`config.mk`:
```
export PLATFORM = sky130hd
export DESIGN_NAME = s2_fault_addr_reg
export DESIGN_NICKNAME = d
export VERILOG_FILES = /design/src/rtl/s2far_pkg.sv /design/src/rtl/s2far_access_dec.sv /design/src/rtl/s2far_capture_fmt.sv /design/src/rtl/s2far_rsp_stage.sv /design/src/rtl/s2_fault_addr_reg.sv
export SDC_FILE = /design/constraint.sdc
export NUM_CORES = 1
export LEC_CHECK = 0
export BUFFER_PORTS_ARGS = -buffer_cell sky130_fd_sc_hd__buf_2
export CAP_MARGIN = 40
export CORE_MARGIN = 3
export CORE_UTILIZATION = 35
export CTS_BUF_LIST = sky130_fd_sc_hd__clkbuf_16
export DETAILED_ROUTE_END_ITERATION = 10
export GPL_TIMING_DRIVEN = 0
export HOLD_SLACK_MARGIN = 0.03
export SLEW_MARGIN = 25
export SYNTH_ARGS = -nofsm -noshare
export SYNTH_HDL_FRONTEND = slang
export SYNTH_SLANG_ARGS = --single-unit
```
`constraint.sdc`:
```
create_clock -name clk -period 1.8 [get_ports clk]
set_input_delay 0.18 -clock clk [delete_from_list [all_inputs] [get_ports clk]]
set_output_delay 0.18 -clock clk [all_outputs]
set_load 0.05 [all_outputs]
```
`src/rtl/s2far_pkg.sv`:
```
package s2far_pkg;
  localparam int REG_W    = 64;
  localparam int ADDR_W   = 56;
  localparam int PG_SHIFT = 12;
  localparam int FLD_LO   = 4;
  localparam int NS_BIT   = 63;
  localparam int EC_W     = 6;

  localparam int PA_W_A   = 48;
  localparam int PA_W_B   = 52;
  localparam int PA_W_C   = 56;
  localparam int GR_SH_4K  = 12;
  localparam int GR_SH_16K = 14;
  localparam int GR_SH_64K = 16;

  localparam logic [EC_W-1:0] TRAP_EC_HYP = 6'h18;

  localparam logic [1:0] ENC_OP0 = 2'b11;
  localparam logic [2:0] ENC_OP1 = 3'b100;
  localparam logic [3:0] ENC_CRN = 4'b0110;
  localparam logic [3:0] ENC_CRM = 4'b0000;
  localparam logic [2:0] ENC_OP2 = 3'b100;

  typedef enum logic [1:0] {
    PA_SEL_48  = 2'd0,
    PA_SEL_52  = 2'd1,
    PA_SEL_56  = 2'd2,
    PA_SEL_56X = 2'd3
  } pa_sel_e;

  typedef enum logic [1:0] {
    GR_4K   = 2'd0,
    GR_16K  = 2'd1,
    GR_64K  = 2'd2,
    GR_RSVD = 2'd3
  } gran_e;

  typedef enum logic [1:0] {
    LVL_EL0 = 2'd0,
    LVL_EL1 = 2'd1,
    LVL_EL2 = 2'd2,
    LVL_EL3 = 2'd3
  } lvl_e;

  typedef struct packed {
    logic grant_rd;
    logic grant_wr;
    logic undef;
    logic trap;
  } acc_dec_t;
endpackage

```
`src/rtl/s2far_access_dec.sv`:
```
module s2far_access_dec
  import s2far_pkg::*;
(
  input  logic       acc_vld,
  input  logic [1:0] acc_op0,
  input  logic [2:0] acc_op1,
  input  logic [3:0] acc_crn,
  input  logic [3:0] acc_crm,
  input  logic [2:0] acc_op2,
  input  logic       acc_wr,
  input  logic [1:0] acc_el,
  input  logic       acc_nv_trap,
  output acc_dec_t   dec
);
  logic enc_hit;
  lvl_e lvl;

  assign enc_hit = acc_vld && (acc_op0 == ENC_OP0) && (acc_op1 == ENC_OP1) &&
                   (acc_crn == ENC_CRN) && (acc_crm == ENC_CRM) &&
                   (acc_op2 == ENC_OP2);
  assign lvl = lvl_e'(acc_el);

  always_comb begin
    dec = '0;
    if (enc_hit) begin
      unique case (lvl)
        LVL_EL0: dec.undef = 1'b1;
        LVL_EL1: begin
          if (acc_nv_trap) dec.trap  = 1'b1;
          else             dec.undef = 1'b1;
        end
        default: begin
          dec.grant_rd = !acc_wr;
          dec.grant_wr = acc_wr;
        end
      endcase
    end
  end
endmodule

```
`src/rtl/s2far_capture_fmt.sv`:
```
module s2far_capture_fmt
  import s2far_pkg::*;
#(
  parameter int P_REG_W  = REG_W,
  parameter int P_ADDR_W = ADDR_W,
  parameter int P_PG_SH  = PG_SHIFT,
  parameter int P_FLD_LO = FLD_LO,
  parameter int P_NS_BIT = NS_BIT
) (
  input  logic [P_ADDR_W-P_PG_SH-1:0] cap_page,
  input  logic                        cap_nonsec,
  input  logic [1:0]                  cap_pa_sel,
  input  logic [1:0]                  cap_gran,
  input  logic                        cap_mem_op,
  output logic [P_REG_W-1:0]          cap_val
);
  localparam int PG_W  = P_ADDR_W - P_PG_SH;
  localparam int CNT_W = $clog2(P_ADDR_W + 1);
  localparam int FLD_HI = P_FLD_LO + PG_W - 1;

  logic [CNT_W-1:0] pa_lim;
  logic [CNT_W-1:0] gr_lim;
  logic [PG_W-1:0]  keep;
  logic [PG_W-1:0]  page_m;

  always_comb begin
    unique case (pa_sel_e'(cap_pa_sel))
      PA_SEL_48: pa_lim = CNT_W'(PA_W_A);
      PA_SEL_52: pa_lim = CNT_W'(PA_W_B);
      default:   pa_lim = CNT_W'(PA_W_C);
    endcase
    unique case (gran_e'(cap_gran))
      GR_16K:  gr_lim = CNT_W'(GR_SH_16K);
      GR_64K:  gr_lim = CNT_W'(GR_SH_64K);
      default: gr_lim = CNT_W'(GR_SH_4K);
    endcase
  end

  for (genvar g = 0; g < PG_W; g++) begin : g_keep
    localparam logic [CNT_W-1:0] ABIT = CNT_W'(g + P_PG_SH);
    assign keep[g] = (ABIT < pa_lim) && !(cap_mem_op && (ABIT < gr_lim));
  end

  assign page_m = cap_page & keep;

  always_comb begin
    cap_val                    = '0;
    cap_val[P_NS_BIT]          = cap_nonsec;
    cap_val[FLD_HI:P_FLD_LO]   = page_m;
  end
endmodule

```
`src/rtl/s2far_rsp_stage.sv`:
```
module s2far_rsp_stage
  import s2far_pkg::*;
#(
  parameter int              P_REG_W = REG_W,
  parameter int              P_EC_W  = EC_W,
  parameter logic [P_EC_W-1:0] P_EC  = TRAP_EC_HYP
) (
  input  logic               clk,
  input  logic               rst_n,
  input  acc_dec_t           dec,
  input  logic [P_REG_W-1:0] fa_q,
  output logic               rd_vld,
  output logic [P_REG_W-1:0] rd_data,
  output logic               acc_undef,
  output logic               acc_trap,
  output logic [P_EC_W-1:0]  trap_ec
);
  logic               vld_q, und_q, trp_q;
  logic               vld_d, und_d, trp_d;
  logic [P_REG_W-1:0] dat_q, dat_d;
  logic               rsp_en;

  always_comb begin
    vld_d  = dec.grant_rd;
    und_d  = dec.undef;
    trp_d  = dec.trap;
    dat_d  = dec.grant_rd ? fa_q : '0;
    rsp_en = dec.grant_rd | dec.undef | dec.trap | vld_q | und_q | trp_q;
  end

  always_ff @(posedge clk or negedge rst_n) begin
    if (!rst_n) begin
      vld_q <= 1'b0;
      und_q <= 1'b0;
      trp_q <= 1'b0;
      dat_q <= '0;
    end else if (rsp_en) begin
      vld_q <= vld_d;
      und_q <= und_d;
      trp_q <= trp_d;
      dat_q <= dat_d;
    end
  end

  assign rd_vld    = vld_q;
  assign rd_data   = dat_q;
  assign acc_undef = und_q;
  assign acc_trap  = trp_q;
  assign trap_ec   = trp_q ? P_EC : '0;

  AST_ONE_OUTCOME: assert property (@(posedge clk) disable iff (!rst_n)
    $onehot0({rd_vld, acc_undef, acc_trap}));
  AST_RD_ZERO_IDLE: assert property (@(posedge clk) disable iff (!rst_n)
    !rd_vld |-> (rd_data == '0));
endmodule

```
`src/rtl/s2_fault_addr_reg.sv`:
```
module s2_fault_addr_reg
  import s2far_pkg::*;
#(
  parameter int P_REG_W  = REG_W,
  parameter int P_ADDR_W = ADDR_W,
  parameter int P_PG_SH  = PG_SHIFT,
  parameter int P_FLD_LO = FLD_LO,
  parameter int P_NS_BIT = NS_BIT,
  parameter int P_EC_W   = EC_W
) (
  input  logic                        clk,
  input  logic                        rst_n,
  input  logic                        cap_vld,
  input  logic [P_ADDR_W-P_PG_SH-1:0] cap_page,
  input  logic                        cap_nonsec,
  input  logic [1:0]                  cap_pa_sel,
  input  logic [1:0]                  cap_gran,
  input  logic                        cap_mem_op,
  input  logic                        lower_exec,
  input  logic                        acc_vld,
  input  logic [1:0]                  acc_op0,
  input  logic [2:0]                  acc_op1,
  input  logic [3:0]                  acc_crn,
  input  logic [3:0]                  acc_crm,
  input  logic [2:0]                  acc_op2,
  input  logic                        acc_wr,
  input  logic [1:0]                  acc_el,
  input  logic                        acc_nv_trap,
  input  logic [P_REG_W-1:0]          acc_wdata,
  output logic                        rd_vld,
  output logic [P_REG_W-1:0]          rd_data,
  output logic                        acc_undef,
  output logic                        acc_trap,
  output logic [P_EC_W-1:0]           trap_ec
);
  localparam int PG_W   = P_ADDR_W - P_PG_SH;
  localparam int FLD_HI = P_FLD_LO + PG_W - 1;

  acc_dec_t           dec;
  logic [P_REG_W-1:0] cap_val;
  logic [P_REG_W-1:0] wr_mask;
  logic [P_REG_W-1:0] fa_q, fa_d;
  logic               fa_en;

  for (genvar i = 0; i < P_REG_W; i++) begin : g_mask
    assign wr_mask[i] = (i == P_NS_BIT) || ((i >= P_FLD_LO) && (i <= FLD_HI));
  end

  s2far_access_dec u_dec (
    .acc_vld     (acc_vld),
    .acc_op0     (acc_op0),
    .acc_op1     (acc_op1),
    .acc_crn     (acc_crn),
    .acc_crm     (acc_crm),
    .acc_op2     (acc_op2),
    .acc_wr      (acc_wr),
    .acc_el      (acc_el),
    .acc_nv_trap (acc_nv_trap),
    .dec         (dec)
  );

  s2far_capture_fmt #(
    .P_REG_W  (P_REG_W),
    .P_ADDR_W (P_ADDR_W),
    .P_PG_SH  (P_PG_SH),
    .P_FLD_LO (P_FLD_LO),
    .P_NS_BIT (P_NS_BIT)
  ) u_fmt (
    .cap_page   (cap_page),
    .cap_nonsec (cap_nonsec),
    .cap_pa_sel (cap_pa_sel),
    .cap_gran   (cap_gran),
    .cap_mem_op (cap_mem_op),
    .cap_val    (cap_val)
  );

  // Next state: capture, then lower-level clear, then permitted write.
  always_comb begin
    fa_d  = fa_q;
    fa_en = 1'b0;
    if (cap_vld) begin
      fa_d  = cap_val;
      fa_en = 1'b1;
    end else if (lower_exec) begin
      fa_d  = '0;
      fa_en = 1'b1;
    end else if (dec.grant_wr) begin
      fa_d  = acc_wdata & wr_mask;
      fa_en = 1'b1;
    end
  end

  always_ff @(posedge clk or negedge rst_n) begin
    if (!rst_n)     fa_q <= '0;
    else if (fa_en) fa_q <= fa_d;
  end

  s2far_rsp_stage #(
    .P_REG_W (P_REG_W),
    .P_EC_W  (P_EC_W)
  ) u_rsp (
    .clk       (clk),
    .rst_n     (rst_n),
    .dec       (dec),
    .fa_q      (fa_q),
    .rd_vld    (rd_vld),
    .rd_data   (rd_data),
    .acc_undef (acc_undef),
    .acc_trap  (acc_trap),
    .trap_ec   (trap_ec)
  );

  // Port-level view of the encoding, used by the checks below.
  logic enc_chk;
  assign enc_chk = (acc_op0 == 2'b11) && (acc_op1 == 3'b100) && (acc_crn == 4'b0110) &&
                   (acc_crm == 4'b0000) && (acc_op2 == 3'b100);

  AST_NOHIT_QUIET: assert property (@(posedge clk) disable iff (!rst_n)
    (acc_vld && !enc_chk) |=> (!rd_vld && !acc_undef && !acc_trap));
  AST_EL0_UNDEF: assert property (@(posedge clk) disable iff (!rst_n)
    (acc_vld && enc_chk && acc_el == 2'd0) |=> (acc_undef && !rd_vld));
  AST_EL1_TRAP: assert property (@(posedge clk) disable iff (!rst_n)
    (acc_vld && enc_chk && acc_el == 2'd1 && acc_nv_trap) |=> (acc_trap && trap_ec == 6'h18));
  AST_DENIED_WR_HOLD: assert property (@(posedge clk) disable iff (!rst_n)
    (acc_vld && enc_chk && acc_wr && acc_el < 2'd2 && !cap_vld && !lower_exec) |=> $stable(fa_q));
  AST_CAP_SPACE: assert property (@(posedge clk) disable iff (!rst_n)
    cap_vld |=> (fa_q[P_NS_BIT] == $past(cap_nonsec)));
  AST_CLEAR_LOWER: assert property (@(posedge clk) disable iff (!rst_n)
    (lower_exec && !cap_vld) |=> (fa_q == '0));
  AST_RD_RSVD_ZERO: assert property (@(posedge clk) disable iff (!rst_n)
    rd_vld |-> ((rd_data & ~wr_mask) == '0));
endmodule

```
==> results of run 1 <==
[cell families after synthesis]
logic type                 after synthesis
AOI/OAI and AO/OA                      181
adders and majority gates                1
buffers and inverters                   72
DFF                                     93
other                                    1
and+or+nand+nor                         68
[routing by layer]
layer | share of wire (%) | global-route usage [%]
met1 | 44 | 28.64
met2 | 48 | 33.29
met3 | 6.6 | 4.843
met4 | 2.0 | 7.096
met5 | 0 | 0
[state kept, by name, indices dropped and copies added, names as in the netlist]
name / cells
u_rsp.acc_trap: 1
fa_q: 45
u_rsp.acc_undef: 1
u_rsp.rd_data: 45
u_rsp.rd_vld: 1
[critical path: stages]
cell and delay [ns]:
buf_6 0.09, or4b_4 0.55, or4_4 0.45, o31a_1 0.26, buf_6 0.15, buf_8 0.15
a22o_1 0.23
[worst paths after layout]
path                                 from                end  slack [ns]  cells past startpoint
setup reg to reg           u_rsp.acc_trap  u_rsp.rd_data[46]        0.49                      5
setup / recovery               acc_crn[0]  u_rsp.rd_data[46]       -0.03                      7
max in group asynchronous           rst_n           fa_q[31]        0.87                      3
min in group asynchronous           rst_n  u_rsp.rd_data[10]        0.31                      2
hold reg to reg                  fa_q[33]  u_rsp.rd_data[33]        0.49                      1
hold / removal                  acc_el[1]     u_rsp.acc_trap        0.06                      2
[stage by stage]
step / util (%) / power, mW / TNS [ns] / hold WS, ns
2_1_floorplan: - / 2.590 / -11.96 / -0.1156
3_3_place_gp: 45.89 / 2.836 / -84.85 / 0.3847
3_5_place_dp: 46.21 / 2.857 / -39.43 / 0.1054
4_1_cts: 51.72 / 4.973 / -1.132 / 0.04639
5_1_grt: 52.91 / 5.141 / -2.377 / 0.07311
6_report: 52.91 / 4.945 / -0.5417 / 0.05889
[power by group through the flow]
stage | Combinational (mW) | Clock, mW | Sequential [mW]
finish | 0.661 | 2.05 | 2.23
global route | 0.721 | 2.18 | 2.24
CTS | 0.639 | 2.11 | 2.23
detailed placement | 0.587 | 0 | 2.27
global placement | 0.570 | 0 | 2.27
floorplan | 0.337 | 0 | 2.25
[placed cells by master, fill, tap and decap left out, types with 2 or more instances in the layout]
master / n
a211oi_1: 45
a21oi_1: 45
a22o_1: 45
buf_2: 169
buf_4: 32
buf_6: 7
buf_8: 3
bufinv_16: 2
clkbuf_1: 21
clkbuf_16: 9
clkbuf_2: 9
clkbuf_8: 2
clkinvlp_4: 2
conb_1: 23
dfrtp_1: 93
dlygate4sd3_1: 2
nand2_1: 36
nand3_1: 13
nor3_1: 2
nor3b_1: 2
o41ai_1: 5
o41ai_2: 34
o41ai_4: 6
or2_2: 4
or4b_4: 2
[layout make-up]
class                      count  area [um^2]  share of cell area (%)
inverter                       1        3.754                 0.05809
clock buffer                   9        225.2                   3.486
timing repair buffer         175        925.9                   14.33
sequential                    93         2327                   36.02
buffer                        71        483.0                   7.475
multi-input combinational    273         2188                   33.87
tap                          168        210.2                   3.253
clock inverter                 7        97.59                   1.510
[timing repair]
action                     in CTS  in global routing
buffers inserted                1                  1
setup endpoints to repair      80                 83
pin swaps                      12                  0
gates resized for setup        51                 39
hold buffers                    2                  0
hold endpoints to repair       40                  0
==> flow_summary_export.csv, run 1 <==
group,metric,value,unit
routing,routed_via_density,5.395,
sta,worst_pin_slew,0.8870,ns
logic_synthesis,synthesis.area,4458,um^2
sta,postLayoutSetupSlackWorst,-0.03366,ns
cts,numCtsBuffers,9,
floorplan,die_x,118.9,um
layout,nNetsFinal,764,
placed_design,dpl.cell_count,777,
layout,drive_gt1_share,45.95,%
logic_synthesis,yosysWarnings,0,
global_route,grt_pass1_wl,23650,um
worst_setup_path,worstPathMaxFanout,10,
logic_synthesis,synth_compound_area_share,30.51,%
cts,cts_tree,"built",
layout,syn2layout_area_growth,44.93,%
routing,wl_per_cell,18.88,um
cts,cts_buffer_depth,2,
power,power_frac_seq,45.1,%
layout,n_fill_cell,1159,
run_status,status,"finished, violations left",
placed_design,numPortBuffers,169,
sta,slew_viol_final,0,
power,p_per_area,765.4,nW/um^2
logic_synthesis,synthSimpleGateAreaFrac,7.746,%
logic_synthesis,ys_seq_area_share,52.20,%
logic_synthesis,synth_seq_cells,93,
worst_setup_path,critPathArrivalTime,2.06,ns
logic_synthesis,synth_top_family_by_area,"compound AO/OA/AOI/OAI gates",
logic_synthesis,synthCells,416,
floorplan,boundaryPins,212,
logic_synthesis,yosysMostFrequentCell,"dfrtp_1",
sta,min_period,1.834,ns
worst_setup_path,worstSetupPathType,"primary input to register",
logic_synthesis,synth_top_cell_by_area,"dfrtp_1",
sta,fin_crit_sh,101.9,%
logic_synthesis,synth_edf_count,0,
logic_synthesis,synth_fa_ha_area_share,0.2807,%
flow_run,cap_violations,0,
cts,clock_latency,0.35,ns
logic_synthesis,synth.area.mux_share,0,%
floorplan,fp.coreArea,12210,um^2
routing,drc_errors,0,
floorplan,die_area,14130,um^2
routing,first_iter_violations,257,
placed_design,gp_congestion,0.8000,
placed_design,post-place-ws,-0.5620,ns
sta,hold_violations,0,
logic_synthesis,ys_top_cells_by_area,"dfrtp_1, a22o_1, o41ai_1",
global_route,grt_pass1_vias,4441,
worst_setup_path,end_kind,"register",
global_route,antenna_found_initial,0,
layout,fin_cells,797,
sta,rsz0062_at_grt,"yes",
min_path,hold_path_class,"primary input to register",
power,p_int,3.664,mW
global_route,grt_usage,21.06,%
run_status,violations,"setup timing",
placed_design,place_area,5643,um^2
routing,vias,4300,
power,leakagePower,3.093,nW
power,clkPwrFrac,41.5,%
floorplan,initial_core_util,36.51,%
routing,ant_nets,0,
cts,cts.sinks,93,
power,switchingPower,1.281,mW
floorplan,rows,40,
logic_synthesis,syn_area_per_cell,10.72,um^2
placed_design,hpwlAfterDp,10630,um
logic_synthesis,synth_top_area_share,52.20,%
logic_synthesis,synth_ff_type,"dfrtp_1",
layout,antennaDiodeCount,0,
power,swShare,25.90,%
sta,clock_skew,0.005400,ns
layout,final_cell_area,6461,um^2
cts,cts_max_level,3,
global_route,grt_overflow_total,0,
power,ir_worst_vdd,0.3596,mV
logic_synthesis,netlist_top_cells_count,"dfrtp_1, a211oi_1, a21oi_1, a22o_1, o41ai_1",
sta,max_freq,0.5454,GHz
worst_setup_path,startpoint_type,"primary input",
worst_setup_path,worstPathRequired,2.03,ns
sta,report.final.setup_viol,37,
floorplan,die_h,118.9,um
logic_synthesis,synth_cell_type_count,29,
routing,wl,15050,um
logic_synthesis,async_flop_share,100.0,%
cts,clk_pin_slew,0.06,ns
sta,maxSlewHeadroom,40.87,%
logic_synthesis,synthXorXnorAreaFrac,0,%
routing,drt-pass1-iter-count,4,
global_route,grt_max_degree,55,
cts,clockRootBuffer,"clkbuf_16",
power,p_comb_share,13.4,%
(Power assumes the default switching activity.)
==> run 2, diff against run 1 <==
--- a/config.mk
+++ b/config.mk
@@ -13,6 +13,7 @@
 export DETAILED_ROUTE_END_ITERATION = 10
 export GPL_TIMING_DRIVEN = 0
 export HOLD_SLACK_MARGIN = 0.03
+export PLACE_DENSITY_LB_ADDON = 0.2
 export SLEW_MARGIN = 25
 export SYNTH_ARGS = -nofsm -noshare
 export SYNTH_HDL_FRONTEND = slang
==> run 2 against run 1 <==
Effect of this change: sequential share of layout area decreased by 1.0 points; critical path depth stayed put; clock skew fell by 0.0020 ns; clock-buffer cell count stayed put; non-clock buffer count increased by 9; sequential cell count did not move; wire length shrank 0.71%; register-to-register slack got worse by 0.04 ns; the run still ends with setup timing left; core utilization increased by 1.6 points; largest power group unchanged; highest routed layer is now met5.
==> flow_summary_export.csv, run 2 (synthesis gave the netlist of run 1 again) <==
group,metric,value,unit
run_status,status,"finished, violations left",
run_status,violations,"setup timing",
global_route,antenna_found_initial,1,
power,switchingPower,1.245,mW
global_route,grt_max_degree,54,
min_path,hold_path_class,"primary input to register",
placed_design,post-place-ws,-0.5661,ns
power,p_per_area,691.5,nW/um^2
flow_run,cap_violations,0,
sta,max_freq,0.5380,GHz
sta,hold_slack,0.04544,ns
sta,maxSlewHeadroom,29.66,%
sta,fin_setup_tns,-2.021,ns
layout,nNetsFinal,773,
layout,drive_gt1_share,47.72,%
sta,rsz0062_at_grt,"yes",
floorplan,initial_core_util,36.51,%
cts,clockRootBuffer,"clkbuf_16",
worst_setup_path,end_kind,"register",
routing,wl,14940,um
global_route,grt_pass1_wl,23070,um
global_route,grt_pass1_vias,4379,
layout,syn2layout_area_growth,49.28,%
placed_design,dpl.cell_count,776,
sta,slew_viol_final,0,
routing,wl_per_cell,18.53,um
routing,drc_errors,0,
global_route,grt_overflow_total,0,
sta,hold_violations,0,
routing,drt-pass1-iter-count,4,
cts,cts_buffer_depth,2,
worst_setup_path,startpoint_type,"primary input",
cts,numCtsBuffers,9,
cts,cts_max_level,3,
global_route,grt_usage,20.54,%
cts,cts.sinks,93,
sta,clock_skew,0.003383,ns
floorplan,die_x,118.9,um
worst_setup_path,worstPathMaxFanout,10,
cts,clk_pin_slew,0.06,ns
placed_design,hpwlAfterDp,10190,um
floorplan,die_h,118.9,um
worst_setup_path,worstPathRequired,2.03,ns
cts,clock_latency,0.34,ns
routing,routed_via_density,5.349,
floorplan,die_area,14130,um^2
sta,min_period,1.859,ns
routing,vias,4311,
placed_design,numPortBuffers,169,
layout,mostFrequentLayoutCells,"buf_2, dfrtp_1, a22o_1, a211oi_1, a21oi_1",
floorplan,fp.coreArea,12210,um^2
layout,final_common_cell,"buf_2",
power,clkPwrFrac,36.7,%
placed_design,place_area,5647,um^2
layout,final_cell_area,6655,um^2
routing,ant_nets,0,
floorplan,boundaryPins,212,
worst_setup_path,critPathArrivalTime,2.09,ns
floorplan,rows,40,
sta,postLayoutSetupSlackWorst,-0.05890,ns
power,p_int,3.358,mW
cts,cts_tree,"built",
routing,first_iter_violations,293,
sta,fin_crit_sh,103.3,%
placed_design,gp_congestion,0.8028,
layout,fin_cells,806,
power,power_frac_seq,48.5,%
sta,report.final.setup_viol,46,
sta,worst_pin_slew,1.055,ns
worst_setup_path,worstSetupPathType,"primary input to register",
power,swShare,27.04,%
power,p_comb_share,14.8,%
power,ir_worst_vdd,0.3323,mV
power,leakagePower,3.226,nW
==> run 2: worst paths after layout <==
check,startpoint,end,slack (ns),cells past startpoint
max,acc_op1[1],u_rsp.rd_data[46],-0.06,7
min,acc_wr,u_rsp.rd_vld,0.05,2
max reg2reg,u_rsp.rd_vld,u_rsp.rd_data[46],0.45,5
min reg2reg,fa_q[19],u_rsp.rd_data[19],0.50,1
max in group asynchronous,rst_n,fa_q[4],0.89,3
min in group asynchronous,rst_n,u_rsp.rd_data[15],0.32,2
==> run 2: through the flow <==
stage | power [mW] | util (%)
2_1_floorplan | 2.590 | -
3_3_place_gp | 2.835 | 45.89
3_5_place_dp | 2.855 | 46.24
4_1_cts | 4.576 | 51.38
5_1_grt | 4.791 | 54.48
6_report | 4.602 | 54.50
==> run 2: layout make-up <==
class                      count  area (um^2)
timing repair buffer         184         1042
sequential                    93         2327
inverter                       1        3.754
fill                        1118         5557
tap                          168        210.2
antenna                        1        2.502
clock inverter                 6        25.02
clock buffer                   9        225.2
multi-input combinational    273         2318
buffer                        71        500.5
==> run 2: per-layer routing <==
layer	global-route usage, %	vias to the layer above	routed length (um)
met5	0	-	13
met4	7.531	2	294
met3	5.698	28	1109
met2	31.94	174	6998
met1	27.52	2093	6522
li1	-	2014	-
==> run 2: repair_timing <==
action,in CTS,in global routing
pin swaps,7,12
cloned,2,0
resized for setup,46,75
setup endpoints to repair,82,90
buffers inserted,5,6
hold buffers,1,0
hold endpoints to repair,40,0
==> run 2: power by group through the flow <==
stage | clock network [mW] | registers [mW] | logic (mW)
finish | 1.69 | 2.23 | 0.681
CTS | 1.72 | 2.23 | 0.625
detailed placement | 0 | 2.27 | 0.585
floorplan | 0 | 2.25 | 0.337
global route | 1.81 | 2.24 | 0.743
global placement | 0 | 2.27 | 0.568
==> run 2: critical path, cell delays in order <==
cell and delay [ns]:
buf_6 0.09, or4b_4 0.52, or4_4 0.47, o31a_1 0.27, buf_6 0.16, buf_8 0.15
a22o_1 0.23
==> run 3, diff against run 2 <==
--- a/config.mk
+++ b/config.mk
@@ -8,7 +8,7 @@
 export BUFFER_PORTS_ARGS = -buffer_cell sky130_fd_sc_hd__buf_2
 export CAP_MARGIN = 40
 export CORE_MARGIN = 3
-export CORE_UTILIZATION = 35
+export CORE_UTILIZATION = 50
 export CTS_BUF_LIST = sky130_fd_sc_hd__clkbuf_16
 export DETAILED_ROUTE_END_ITERATION = 10
 export GPL_TIMING_DRIVEN = 0
==> run 3 against run 2 <==
Effect of this change: the run still ends with setup timing left; sequential share of layout area is 1.4 points higher; sequential power hardly changed; register-to-register slack hardly changed; first-iteration DRC count is 55% lower; clock-buffer cell count stayed put; setup slack better by 0.019 ns; die area is 29% lower; critical path depth stayed put; fmax is 1.0% higher.
==> flow_summary_export.csv, run 3 (synthesis gave the netlist of run 1 again) <==
group,metric,value,unit
sta,rsz0062_at_grt,"yes",
sta,maxSlewHeadroom,42.69,%
power,total_power,4.954,mW
worst_setup_path,path_cells,"buf_6, or4b_4, or4_4, buf_4, buf_6, o41ai_2, a21oi_1",
cts,clk_pin_slew,0.07,ns
layout,final_core_util,75.94,%
placed_design,hpwlAfterDp,9548,um
cts,clockRootBuffer,"clkbuf_16",
worst_setup_path,r2r_cells,5,
worst_setup_path,worstPathRequired,2.02,ns
sta,fin_crit_sh,102.2,%
worst_setup_path,worstPathMaxFanout,10,
flow_run,cap_violations,0,
layout,final_common_cell,"buf_2",
cts,cts_tree,"built",
placed_design,post-place-ws,-0.4931,ns
routing,routed_via_density,5.877,
worst_setup_path,cp_slowest_cell,"or4b_4",
layout,drive_gt1_share,45.95,%
routing,vias,4314,
floorplan,boundaryPins,212,
min_path,whs_path_depth,2,
worst_setup_path,crit_cells,7,
min_path,min_from,"acc_el[1]",
worst_setup_path,crit_top_cell,"buf_6",
placed_design,gp_congestion,0.8693,
sta,postLayoutSetupSlackWorst,-0.03982,ns
worst_setup_path,timing.rr.start,"u_rsp.rd_vld",
worst_setup_path,startpoint_type,"primary input",
sta,clock_skew,0.009935,ns
sta,max_freq,0.5435,GHz
power,p_per_area,774.5,nW/um^2
worst_setup_path,cp_top_family,"simple AND/OR/NAND/NOR gates",
min_path,hold_path_class,"primary input to register",
floorplan,rows,33,
global_route,grt_pass1_vias,4339,
run_status,violations,"setup timing",
sta,worst_pin_slew,0.8596,ns
layout,nNetsFinal,764,
worst_setup_path,worst_r2r_endpoint,"u_rsp.rd_data[43]",
global_route,grt_usage,26.17,%
run_status,status,"finished, violations left",
routing,drt-pass1-iter-count,4,
worst_setup_path,critPathArrivalTime,2.05,ns
power,ir_worst_vdd,0.5398,mV
cts,cts_buffer_depth,2,
global_route,grt_overflow_total,0,
sta,fin_setup_tns,-0.3055,ns
power,leakagePower,3.104,nW
layout,n_fill_cell,575,
layout,mostFrequentLayoutCells,"buf_2, dfrtp_1, a22o_1, a211oi_1, a21oi_1",
floorplan,fp.coreArea,8423,um^2
floorplan,die_area,10090,um^2
routing,first_iter_violations,131,
sta,report.final.setup_viol,32,
routing,drc_errors,0,
global_route,grt_pass1_wl,21020,um
min_path,hold_end,"u_rsp.acc_undef",
floorplan,die_x,100.4,um
floorplan,die_h,100.4,um
sta,hold_violations,0,
cts,clock_latency,0.34,ns
routing,wl,13840,um
layout,syn2layout_area_growth,43.47,%
cts,cts_max_level,3,
worst_setup_path,regToRegSetupSlack,0.46,ns
global_route,grt_max_degree,48,
routing,ant_nets,0,
placed_design,numPortBuffers,169,
cts,numCtsBuffers,9,
sta,min_period,1.840,ns
cts,cts.sinks,93,
sta,slew_viol_final,0,
global_route,antenna_found_initial,0,
worst_setup_path,end_kind,"register",
floorplan,initial_core_util,52.93,%
worst_setup_path,worstSetupPathType,"primary input to register",
routing,wl_per_cell,18.86,um
layout,antennaDiodeCount,0,
worst_setup_path,cp_slowest_stage_delay,0.55,ns
worst_setup_path,critPathBufInv,3,
## run 3: cell types whose count changed in the layout (fill, tap and decap cells not counted), moves of 3 or more
| cell | change |
|---|---|
| inv_6 | +3 |
| clkbuf_1 | +4 |
| buf_4 | -10 |
| buf_6 | +6 |
| o41ai_1 | +4 |
| inv_1 | -3 |
| o41ai_4 | -6 |
| buf_8 | -3 |
## run 3: cell type report
cell class,instances,area (um^2),share of cell area (%)
buffer,71,485.5,7.590
clock buffer,9,225.2,3.521
inverter,1,3.754,0.05869
timing repair buffer,175,928.4,14.51
multi-input combinational,273,2200,34.39
clock inverter,7,95.09,1.487
sequential,93,2327,36.38
tap,105,131.4,2.054
## run 3: worst max path at each step
stage,slack [ns],startpoint,to
final,-0.04,acc_crn[0],fa_q[13]
after global routing,-0.06,acc_crn[0],u_rsp.rd_data[63]
after CTS,-0.02,acc_crn[0],fa_q[37]
after detailed placement,-0.49,acc_op1[1],fa_q[18]
after global placement,-0.74,acc_crm[2],u_rsp.rd_data[9]
after floorplan,-0.18,acc_op1[1],u_rsp.rd_data[10]
## run 3: timing repair
action | 4_1_cts | 5_1_grt
hold endpoints to repair | 47 | 0
setup buffers | 2 | 0
endpoints found under the setup margin | 80 | 84
gates resized for setup | 35 | 60
hold buffers | 2 | 0
pin swaps | 1 | 2
## run 3: power by group
group | total [mW] | internal (mW) | leakage (nW) | switching [mW]
registers | 2.23 | 2.18 | 1.23 | 0.0535
clock network | 2.06 | 1.23 | 0.158 | 0.838
logic | 0.659 | 0.266 | 1.72 | 0.392
total | 4.95 | 3.67 | 3.10 | 1.28
## run 3: metal layers
metal  vias to the layer above  GRT usage (%)  routed length (um)
li1                       1990              -                   -
met1                      2114          34.62                5593
met2                       191          45.51                7032
met3                        19          3.544                1063
met4                         0          6.528                 150
met5                         -              0                   0
## run 3: worst reg2reg max path: cells and delay by family (launching register included)
| kind | cells | cell delay (ns) |
|---|---|---|
| AO/OA/AOI/OAI | 2 | 0.34 |
| flip-flops | 1 | 0.39 |
| buffers and inverters | 2 | 0.31 |
| AND/OR/NAND/NOR | 1 | 0.23 |
## run 3: metrics by stage
| stage | std cells | cell area (um^2) | hold WS [ns] |
|---|---|---|---|
| 2_1_floorplan | 438 | 4548 | -0.1156 |
| 3_3_place_gp | 712 | 5525 | 0.3762 |
| 3_5_place_dp | 714 | 5567 | 0.1397 |
| 4_1_cts | 734 | 6127 | 0.05478 |
| 5_1_grt | 734 | 6396 | 0.05952 |
| 6_report | 734 | 6396 | 0.05711 |
